==> src/rtl/otc_pkg.sv <==
// Shared types for the oscillator trim calibrator.
// Assumes: nothing beyond IEEE 1800-2017.
package otc_pkg;

    // Controller states.
    typedef enum logic [2:0] {
        ST_IDLE,
        ST_PICK,
        ST_APPLY,
        ST_MEAS,
        ST_EVAL,
        ST_DONE
    } otc_state_e;

    // What the measurement in flight is for.
    typedef enum logic [1:0] {
        PH_MID,
        PH_LEFT,
        PH_RIGHT
    } otc_phase_e;

endpackage

==> src/rtl/otc_timeout.sv <==
// Measurement timeout: counts us ticks while enabled and flags the tick that
// completes LIMIT of them.
// Assumes: en drops the cycle after hit, which clears the count.
module otc_timeout #(
    parameter int LIMIT = 8000
) (
    input  logic clk,
    input  logic rst_n,
    input  logic en,
    input  logic tick,
    output logic hit
);
    localparam int CW = $clog2(LIMIT + 1);
    localparam logic [CW-1:0] LAST = CW'(LIMIT - 1);

    logic [CW-1:0] cnt_q;

    // Count ticks during a pending request, clear otherwise.
    always_ff @(posedge clk) begin
        if (!rst_n || !en) begin
            cnt_q <= '0;
        end else if (tick && cnt_q != LAST) begin
            cnt_q <= cnt_q + 1'b1;
        end
    end

    assign hit = en && tick && (cnt_q == LAST);

endmodule

==> src/rtl/otc_judge.sv <==
// Count evaluation: band test, above-band test and endpoint choice by
// distance to the lower band edge (tie goes to the right endpoint).
// Assumes: unsigned counts; distances are computed without wraparound.
module otc_judge #(
    parameter int CNT_W  = 16,
    parameter int TARGET = 794,
    parameter int TOL    = 2
) (
    input  logic [CNT_W-1:0] cnt,
    input  logic [CNT_W-1:0] cnt_left,
    input  logic [CNT_W-1:0] cnt_right,
    output logic             in_band,
    output logic             above,
    output logic             pick_right
);
    localparam logic [CNT_W-1:0] LO = CNT_W'(TARGET - TOL);
    localparam logic [CNT_W-1:0] HI = CNT_W'(TARGET + TOL);

    // Unsigned distance to the lower band edge.
    function automatic logic [CNT_W-1:0] dist_lo(input logic [CNT_W-1:0] v);
        return (v >= LO) ? (v - LO) : (LO - v);
    endfunction

    logic [CNT_W-1:0] d_left;
    logic [CNT_W-1:0] d_right;

    // Classify the latest count and compare the endpoint distances.
    always_comb begin
        in_band    = (cnt >= LO) && (cnt <= HI);
        above      = (cnt > HI);
        d_left     = dist_lo(cnt_left);
        d_right    = dist_lo(cnt_right);
        pick_right = !(d_left < d_right);
    end

endmodule

==> src/rtl/osc_trim_cal.sv <==
// Binary-search trim calibrator. It applies a code, waits a settle cycle,
// requests a meter count, and narrows a closed [left,right] interval. It stops
// on an in-band count, or when the midpoint equals left, in which case it
// re-measures both endpoints and keeps the better one.
// Assumes: the meter count grows with the trim code; meas_ack_i is one cycle.
module osc_trim_cal #(
    parameter int CODE_W     = 5,
    parameter int CNT_W      = 16,
    parameter int TARGET     = 794,
    parameter int TOL        = 2,
    parameter int TIMEOUT_US = 8000
) (
    input  logic              clk,
    input  logic              rst_n,
    input  logic              start_i,
    input  logic              us_tick_i,
    input  logic              meas_ack_i,
    input  logic [CNT_W-1:0]  meas_cnt_i,
    output logic              meas_req_o,
    output logic [CODE_W-1:0] trim_o,
    output logic              done_o
);
    import otc_pkg::*;

    localparam logic [CODE_W-1:0] CODE_MAX = {CODE_W{1'b1}};

    otc_state_e        state_q;
    otc_phase_e        phase_q;
    logic [CODE_W-1:0] left_q;
    logic [CODE_W-1:0] right_q;
    logic [CODE_W-1:0] trim_q;
    logic [CNT_W-1:0]  cnt_q;
    logic [CNT_W-1:0]  cnt_left_q;
    logic [CODE_W:0]   sum_w;
    logic [CODE_W-1:0] mid_w;
    logic              tmo_hit;
    logic              in_band;
    logic              above;
    logic              pick_right;
    logic              busy;

    // Floor midpoint of the current interval.
    always_comb begin
        sum_w = {1'b0, left_q} + {1'b0, right_q};
        mid_w = sum_w[CODE_W:1];
    end

    otc_timeout #(.LIMIT(TIMEOUT_US)) u_tmo (
        .clk   (clk),
        .rst_n (rst_n),
        .en    (state_q == ST_MEAS),
        .tick  (us_tick_i),
        .hit   (tmo_hit)
    );

    otc_judge #(.CNT_W(CNT_W), .TARGET(TARGET), .TOL(TOL)) u_judge (
        .cnt        (cnt_q),
        .cnt_left   (cnt_left_q),
        .cnt_right  (cnt_q),
        .in_band    (in_band),
        .above      (above),
        .pick_right (pick_right)
    );

    // Search controller: interval, applied code and captured counts.
    always_ff @(posedge clk) begin
        if (!rst_n) begin
            state_q    <= ST_IDLE;
            phase_q    <= PH_MID;
            left_q     <= '0;
            right_q    <= '0;
            trim_q     <= '0;
            cnt_q      <= '0;
            cnt_left_q <= '0;
        end else begin
            case (state_q)
                ST_IDLE: begin
                    if (start_i) begin
                        left_q  <= '0;
                        right_q <= CODE_MAX;
                        state_q <= ST_PICK;
                    end
                end
                ST_PICK: begin
                    if (mid_w == left_q) begin
                        trim_q  <= left_q;
                        phase_q <= PH_LEFT;
                    end else begin
                        trim_q  <= mid_w;
                        phase_q <= PH_MID;
                    end
                    state_q <= ST_APPLY;
                end
                ST_APPLY: begin
                    state_q <= ST_MEAS;
                end
                ST_MEAS: begin
                    if (meas_ack_i) begin
                        cnt_q   <= meas_cnt_i;
                        state_q <= ST_EVAL;
                    end else if (tmo_hit) begin
                        cnt_q   <= '0;
                        state_q <= ST_EVAL;
                    end
                end
                ST_EVAL: begin
                    case (phase_q)
                        PH_MID: begin
                            if (in_band) begin
                                state_q <= ST_DONE;
                            end else begin
                                if (above) right_q <= trim_q;
                                else       left_q  <= trim_q;
                                state_q <= ST_PICK;
                            end
                        end
                        PH_LEFT: begin
                            cnt_left_q <= cnt_q;
                            trim_q     <= right_q;
                            phase_q    <= PH_RIGHT;
                            state_q    <= ST_APPLY;
                        end
                        default: begin
                            trim_q  <= pick_right ? right_q : left_q;
                            state_q <= ST_DONE;
                        end
                    endcase
                end
                ST_DONE: begin
                    state_q <= ST_IDLE;
                end
                default: begin
                    state_q <= ST_IDLE;
                end
            endcase
        end
    end

    assign busy       = (state_q != ST_IDLE);
    assign meas_req_o = (state_q == ST_MEAS);
    assign done_o     = (state_q == ST_DONE);
    assign trim_o     = trim_q;

endmodule

==> config.mk <==
export PLATFORM = sky130hd
export DESIGN_NAME = osc_trim_cal
export DESIGN_NICKNAME = d
export VERILOG_FILES = /design/src/rtl/otc_pkg.sv /design/src/rtl/otc_timeout.sv /design/src/rtl/otc_judge.sv /design/src/rtl/osc_trim_cal.sv
export SDC_FILE = /design/constraint.sdc
export NUM_CORES = 1
export LEC_CHECK = 0
export ABC_CLOCK_PERIOD_IN_PS = 4600
export BUFFER_PORTS_ARGS = -buffer_cell sky130_fd_sc_hd__buf_2
export CAP_MARGIN = 20
export CORE_MARGIN = 2
export CORE_UTILIZATION = 50
export CTS_CLUSTER_SIZE = 30
export DETAILED_ROUTE_END_ITERATION = 8
export PLACE_DENSITY_LB_ADDON = 0.12
export SLEW_MARGIN = 10
export SYNTH_ARGS = -nofsm -noshare
export SYNTH_HDL_FRONTEND = slang
export SYNTH_HIERARCHICAL = 1
export SYNTH_SLANG_ARGS = --single-unit
==> constraint.sdc <==
create_clock -name clk -period 4.6 [get_ports clk]
set_input_delay 0.46 -clock clk [delete_from_list [all_inputs] [get_ports clk]]
set_output_delay 0.46 -clock clk [all_outputs]
set_load 0.02 [all_outputs]
Word-level counts from Yosys, hierarchy flattened

Cells that the tools add are included.

Register bits after elaboration: 65
Bits of input ports: 21
Output and inout port bits: 7
Logic and storage cells: 82

Add/sub/neg operators: 6
$lt $le $gt $ge: 5
Equal/unequal tests: 17
Muxes and demuxes: 27
Reduce and logical (&&, ||, !) cells: 19

Operators with widths:

| kind                                                                 | number |
|---|---|
| two-way mux 16 bit                                                   | 4 |
| two-way mux 5 bit                                                    | 10 |
| one-hot mux 5 bit (2 select lines)                                   | 4 |
| greater-or-equal comparator 16 x 10 -> 1 bit (second input constant) | 2 |
| subtractor 10 x 16 -> 16 bit (first input constant)                  | 2 |
| subtractor 16 x 10 -> 16 bit (second input constant)                 | 2 |
| greater-than comparator 16 x 10 -> 1 bit (second input constant)     | 1 |
| <= comparator 16 x 10 -> 1 bit (second input constant)               | 1 |
| < comparator 16 bit                                                  | 1 |
| one-hot mux 3 bit (5 select lines)                                   | 1 |
| inequality test 2 bit (second input constant)                        | 7 |
| adder 13 x 1 -> 13 bit (second input constant)                       | 1 |
| == test 13 bit (second input constant)                               | 1 |
| inequality test 13 bit (second input constant)                       | 1 |
| two-way mux 3 bit                                                    | 4 |
| AND reduction 2 bit                                                  | 5 |
| AND reduction 5 bit                                                  | 2 |
| adder 5 x 5 -> 6 bit                                                 | 1 |
| == test 3 x 2 -> 1 bit (second input constant)                       | 2 |
| == test 3 bit (second input constant)                                | 2 |
| one-hot mux 3 bit (2 select lines)                                   | 1 |
| nonzero test 2 bit                                                   | 3 |
| == test 5 bit                                                        | 1 |
| logical AND 1 bit                                                    | 4 |
| 10 further kinds                                                     | 11 |

Depth between registers and ports, before layout

Gate-level depths: netlist of run 1.

Depth after elaboration: 6
Gate-level depth with buffers: 17

Hierarchy

Netlist of run 1, hierarchy kept.

Modules (own cells, without submodules):

| module       | instances | cells each | area each (um2) | seq. area each (um2) |
|---|---|---|---|---|
| osc_trim_cal | 1         | 268        | 2339.7          | 1041.0 |
| otc_judge    | 1         | 184        | 1312.5          | 0.0 |
| otc_timeout  | 1         | 72         | 644.4           | 260.2 |

Worst setup path after synthesis of run 1

OpenSTA, ideal clock, no wires.

Path type: reg2reg
Start: reg, netlist name cnt_q[11]
End: reg trim_q[4] (netlist: trim_o[4])
Arrival time: 3.491 ns
Required time: 4.468 ns
Setup slack: 0.977 ns
Cell stages (with the launch flop): 17
Buffers on the path: 2
Cell sequence: dfxtp_1 or2_2 buf_2 nor3_4 nand2b_1 buf_6 mux2i_1 ha_1 o211a_1 o31ai_1 a21oi_1 a2111oi_0 o31ai_1 nor2_2 mux2_1 nor3_1 a2111oi_2

RTL lines:

| element              | line                | RTL |
|---|---|---|
| end signal, assigned | osc_trim_cal.sv:86  | `trim_q <= left_q;` |
| end signal, assigned | osc_trim_cal.sv:89  | `trim_q <= mid_w;` |
| end signal, assigned | osc_trim_cal.sv:119 | `trim_q <= right_q;` |
| end, declared        | osc_trim_cal.sv:31  | `logic [CODE_W-1:0] trim_q;` |

==> results of run 1 <==
-- power by group through the flow --
stage	logic (mW)	clock network (mW)	registers (mW)
5_1_grt	0.206	0.520	0.596
3_3_place_gp	0.182	0	0.607
6_report	0.187	0.486	0.595
2_1_floorplan	0.147	0	0.602
4_1_cts	0.187	0.501	0.594
3_5_place_dp	0.186	0	0.607
-- worst paths after layout --
check | from | to | slack (ns) | depth (start not counted)
hold reg to reg | cnt_left_q[2]$_SDFFE_PN0P_ | cnt_left_q[2]$_SDFFE_PN0P_ | 0.47 | 2
setup reg to reg | cnt_q[3]$_SDFFE_PN0P_ | trim_o[4]$_SDFFE_PN0P_ | 0.43 | 14
setup / recovery | cnt_q[3]$_SDFFE_PN0P_ | trim_o[4]$_SDFFE_PN0P_ | 0.43 | 14
hold / removal | meas_cnt_i[5] | cnt_q[5]$_SDFFE_PN0P_ | 0.38 | 3
-- through the flow --
step | util | std cells | area [µm²]
after floorplan | - | 524 | 4300
final | 0.564 | 655 | 4660
after CTS | 0.563 | 654 | 4650
after global routing | 0.564 | 655 | 4660
after detailed placement | 0.539 | 639 | 4450
after global placement | 0.539 | 639 | 4450
-- layout make-up --
cell class	instances	area, µm²
tap	105	131
timing repair buffer	31	165
sequential	65	1300
multi-input combinational	426	2810
clock inverter	3	40.0
inverter	13	51.3
fill	792	3600
clock buffer	12	155
-- tightest hold or removal path, delay by kind of cell --
| kind | cells | cell delay (ns) |
|---|---|---|
| and+or+nand+nor | 1 | 0.08 |
| AOI/OAI and AO/OA | 1 | 0.06 |
| buffers and inverters | 1 | 0.08 |
-- cell usage in the layout (no fill, tap or decap), types with 5 or more instances in the layout --
cell type   n
a21oi_1    41
nor3_1     18
nand2_1    65
o221a_2     5
nor4_1     10
buf_2      27
nor2_1     58
xnor2_1    25
or3_1       7
and2_1      5
mux2i_1     7
ha_1       24
a22oi_1    21
o21ai_0    27
a21o_1      6
clkbuf_8   11
xor2_1     11
dfxtp_1    65
nand2b_1    6
inv_1      11
o31ai_1     5
nand3_1     6
-- state kept, by name (all words and copies together) (netlist names) --
name	count
right_q	5
trim_o	5
state_q	3
phase_q	2
cnt_q	16
cnt_left_q	16
left_q	5
u_tmo/cnt_q	13
-- logic make-up (layout without fill, tap and decap cells) --
logic type	count (synthesis)	after routing
DFF	65	65
xor gates and xnor gates	36	36
adders and majority gates	25	25
and+or+nand+nor	205	205
buffers and inverters	33	59
AOI/OAI and AO/OA	149	149
muxes	11	11
-- metal layers --
layer | global-route usage | routed length, µm
met3 | 0.0383 | 379
met4 | 0.0802 | 238
met2 | 0.332 | 4520
met1 | 0.277 | 4760
met5 | 0 | 0
==> flow_summary.json, run 1 <==
{
  "run_status": "finished clean",
  "p_int_mw": 0.931,
  "period_share": 0.906,
  "synth_mux_area_frac": 0.0268,
  "final.setup.worst_slack_ns": 0.431,
  "crit_type": "reg -> reg",
  "clock_sinks": 65,
  "n_antenna_cell": 0,
  "die-area_mm2": 0.00935,
  "synth_top_family_by_area": "compound AO/OA/AOI/OAI gates",
  "fin_nets": 592,
  "core_mm2": 0.00826,
  "yosysTopAreaCell": "dfxtp_1",
  "synth_compound_area_frac": 0.241,
  "drv_cap": 0,
  "synthTopCellsByCount": "65 x dfxtp_1, 65 x nand2_1, 58 x nor2_1, 41 x a21oi_1, 27 x o21ai_0",
  "worstSkewPairLatency_ns": 0.34,
  "gp_congestion": 0.861,
  "synth_seq_cells": 65,
  "vias": 3794,
  "pre_cts_ws_ns": 0.410,
  "synth-edff-count": 0,
  "rsz0062_at_grt": "no",
  "worstMarginPinSlew_ns": 0.857,
  "ys_types": 71,
  "ys_warn_count": 6,
  "p_per_area_mw_per_mm2": 272,
  "viasPerCell": 5.79,
  "grt_max_degree": 43,
  "holdBufCountCts": 0,
  "cts_resized": 0,
  "syn_nets": 570,
  "cp_num_buf_inv": 0,
  "grt_pass1_vias": 3435,
  "final_layout_size_suffix_gt1_frac": 0.138,
  "max_stage_delay_ns": 0.70,
  "grt_first_pass_wirelength_mm": 16.4,
  "design.portCount": 28,
  "syn-cell-area_mm2": 0.00430,
  "syn-instance-count": 524,
  "cts_root_buf": "clkbuf_8",
  "numCtsBuffers": 9,
  "finalSetupViolations": 0,
  "clk_pin_slew_ns": 0.07,
  "firstDrtPassIters": 5,
  "num_rows": 33,
  "cp-end-kind": "flop",
  "drt-initial-drc-count": 173,
  "required_ns": 4.81,
  "clock.fmax_ghz": 0.240,
  "max-vdd-ir-drop_mv": 0.142,
  "postCtsSetupRepairBufs": 0,
  "yosys.area_share.adder": 0.0745,
  "cp_slowest_cell": "a2111oi_2",
  "post-route-drc-count": 0,
  "power_mw": 1.27,
  "arrival_ns": 4.38,
  "antenna_found_initial": 0,
  "cts_buffer_depth": 2,
  "relSlewSlack": 0.426,
  "synth-simple-area-share": 0.238,
  "die_x_um": 96.7,
  "synth.top_cell.area_share": 0.303,
  "p_sw_mw": 0.336,
  "p_comb_frac": 0.148,
  "min_period_ns": 4.17,
  "hold_class": "in -> reg",
  "sequentialPowerShare": 0.469,
  "critPathLaunchType": "flop",
  "clockPowerShare": 0.383,
  "dieHeight_um": 96.7,
  "avgSynthCellArea_um2": 8.20,
  "synth_flop_cell": "dfxtp_1",
  "swShare": 0.265,
  "power.leakage_nw": 1.81,
  "ys_seq_area_frac": 0.303,
  "postRouteAntennaNets": 0,
  "wl_mm": 9.90,
  "skew_ns": 0.00946,
  "synthXorXnorAreaFrac": 0.0734,
  "worstPathCellList": "a2111oi_2 > nor3_4 > nand2b_1 > a211oi_1 > a21oi_1 > ha_1 > a21oi_1 > o21ai_0 > a2111oi_0 > o31ai_1 > nor2_2 > mux2_1 > nor3_1 > a2111oi_2",
  "htreeDepth": 3,
  "hold_ws_ns": 0.378,
  "dp_hpwl_mm": 7.26,
  "grt_remaining_overflow": 0,
  "cts_tree": "built",
  "async_flop_share": 0,
  "start_util": 0.520,
  "finalHoldViolCount": 0,
  "slew_violations": 0,
  "numPortBuffers": 27,
  "crit_fanout": 9,
  "synth_area_leaders": "dfxtp_1 30%, ha_1 7.0%, nand2_1 5.7%",
  "grt_usage": 0.207,
  "tns_ns": 0,
  "avgRoutedWirePerCell_um": 15.1,
  "crit_family": "compound AO/OA/AOI/OAI gates",
  "area_growth_syn_to_layout_pct": 8.36
}
Note: power is estimated with default switching activity, not from simulation.
==> run 2, diff against run 1 <==
--- a/config.mk
+++ b/config.mk
@@ -6,7 +6,7 @@
 export NUM_CORES = 1
 export LEC_CHECK = 0
 export ABC_CLOCK_PERIOD_IN_PS = 4600
-export BUFFER_PORTS_ARGS = -buffer_cell sky130_fd_sc_hd__buf_2
+export BUFFER_PORTS_ARGS = -buffer_cell sky130_fd_sc_hd__buf_4
 export CAP_MARGIN = 20
 export CORE_MARGIN = 2
 export CORE_UTILIZATION = 50
==> run 2 against run 1 <==
  * Register-to-register slack got worse by 0.03 ns
  * Global-route usage rose by 0.81 points
  * Die area did not move
  * Sequential share of layout area fell by 0.73 points
  * Via count rose by 1.3%
  * Critical path depth did not move
  * Non-clock buffer count did not move
  * Power rose by 11%
  * Largest cell class unchanged
==> flow_summary.json, run 2 (synthesized netlist as in run 1, its figures left out) <==
{
  "wl_met3_um": 282,
  "reg_top3": "cnt_left_q: 16 flops, cnt_q: 16 flops, u_tmo/cnt_q: 13 flops",
  "crit_type": "reg -> reg",
  "clock_sinks": 65,
  "layout_common_cells": "65 x nand2_1, 65 x dfxtp_1, 58 x nor2_1",
  "area_growth_syn_to_layout_pct": 11.3,
  "grt_remaining_overflow": 0,
  "tns_ns": 0,
  "viasPerCell": 5.86,
  "drt-initial-drc-count": 266,
  "dp_hpwl_mm": 7.33,
  "top_layer": "met4",
  "clock.fmax_ghz": 0.238,
  "max_stage_delay_ns": 0.70,
  "critPathLaunchType": "flop",
  "final_layout_size_suffix_gt1_frac": 0.142,
  "relSlewSlack": 0.464,
  "worstSkewPairLatency_ns": 0.34,
  "cts_root_buf": "clkbuf_8",
  "worstPathCellList": "a2111oi_2 > nor3_4 > nand2b_1 > a211oi_1 > a21oi_1 > ha_1 > a21oi_1 > o21ai_0 > a2111oi_0 > o31ai_1 > nor2_2 > mux2_1 > nor3_1 > a2111oi_2",
  "postRouteAntennaNets": 0,
  "dieHeight_um": 96.7,
  "cts_buffer_depth": 2,
  "skew_ns": 0.0151,
  "finalHoldViolCount": 0,
  "stdcell_count": 656,
  "max-vdd-ir-drop_mv": 0.145,
  "antenna_found_initial": 0,
  "fin_nets": 592,
  "cts_resized": 0,
  "cp-end-kind": "flop",
  "avgRoutedWirePerCell_um": 15.4,
  "cts_tree": "built",
  "wl_mm": 10.1,
  "arrival_ns": 4.42,
  "grt_max_degree": 43,
  "min_period_ns": 4.20,
  "design.portCount": 28,
  "rsz0062_at_grt": "no",
  "die-area_mm2": 0.00935,
  "hold_ws_ns": 0.377,
  "drv_cap": 0,
  "grt_pass1_vias": 3515,
  "hold_class": "in -> reg",
  "power_mw": 1.40,
  "numPortBuffers": 27,
  "route.met2.wl_mm": 4.79,
  "htreeDepth": 3,
  "required_ns": 4.82,
  "n_antenna_cell": 0,
  "clk_pin_slew_ns": 0.08,
  "period_share": 0.914,
  "cp_slowest_cell": "a2111oi_2",
  "crit_fanout": 9,
  "holdBufCountCts": 0,
  "p_per_area_mw_per_mm2": 293,
  "gp_congestion": 0.860,
  "firstDrtPassIters": 4,
  "finalSetupViolations": 0,
  "power.leakage_nw": 1.84,
  "post-route-drc-count": 0,
  "num_rows": 33,
  "wl_met1_mm": 4.81,
  "numCtsBuffers": 9,
  "run_status": "finished clean",
  "postCtsSetupRepairBufs": 0,
  "die_x_um": 96.7,
  "core_mm2": 0.00826,
  "slew_violations": 0,
  "vias": 3845,
  "worstMarginPinSlew_ns": 0.800,
  "grt_first_pass_wirelength_mm": 16.9,
  "start_util": 0.520,
  "dp_cells": 639,
  "grt_usage": 0.216
}
## run 2: cell count changes in the layout (fill, tap and decap cells not counted)
cell / before / now
clkbuf_8: 11 / 10
clkinvlp_4: 0 / 1
clkinv_4: 0 / 2
bufinv_16: 1 / 3
buf_4: 4 / 31
clkinv_2: 2 / 0
buf_2: 27 / 0
clkbuf_1: 1 / 0
## run 2: metal layers
metal	global-route usage	vias up
li1	-	1952
met1	0.291	1808
met2	0.343	68
met3	0.0354	17
met4	0.0878	0
met5	0	-
## run 2: final timing paths
| kind | from | endpoint | slack [ns] | depth (start not counted) |
|---|---|---|---|---|
| worst min register to register | cnt_left_q[2]$_SDFFE_PN0P_ | cnt_left_q[2]$_SDFFE_PN0P_ | 0.48 | 2 |
| worst max register to register | cnt_q[3]$_SDFFE_PN0P_ | trim_o[4]$_SDFFE_PN0P_ | 0.40 | 14 |
| worst max-delay path | cnt_q[3]$_SDFFE_PN0P_ | trim_o[4]$_SDFFE_PN0P_ | 0.40 | 14 |
| worst min-delay path | meas_cnt_i[8] | cnt_q[8]$_SDFFE_PN0P_ | 0.38 | 3 |
## run 2: cell type report
cell class	instances	area (µm²)
clock buffers	10	138
clock inverters	6	115
fillers	827	3480
inverters	13	51.3
multi-input cells	426	2810
flip-flops and latches	65	1300
well taps	105	131
repair buffers	31	233
## run 2: through the flow
stage               instance area, µm²  utilization  setup slack [ns]
finish                            4780        0.579             0.397
global route                      4780        0.579            0.0563
CTS                               4770        0.578             0.374
detailed placement                4520        0.547             0.356
global placement                  4520        0.547             0.494
floorplan                         4300            -             0.977
## run 2: critical path, delay by kind of cell (launching register included)
family / cells / cell delay, ns
compound gates: 8 / 2.01
simple gates: 4 / 0.97
flops: 1 / 0.41
mux: 1 / 0.35
fa+ha+maj: 1 / 0.33
## run 2: where the power goes
part / switching, mW / internal [mW]
combinational: 0.106 / 0.0874
clock: 0.237 / 0.377
sequential: 0.0199 / 0.575
total: 0.363 / 1.04
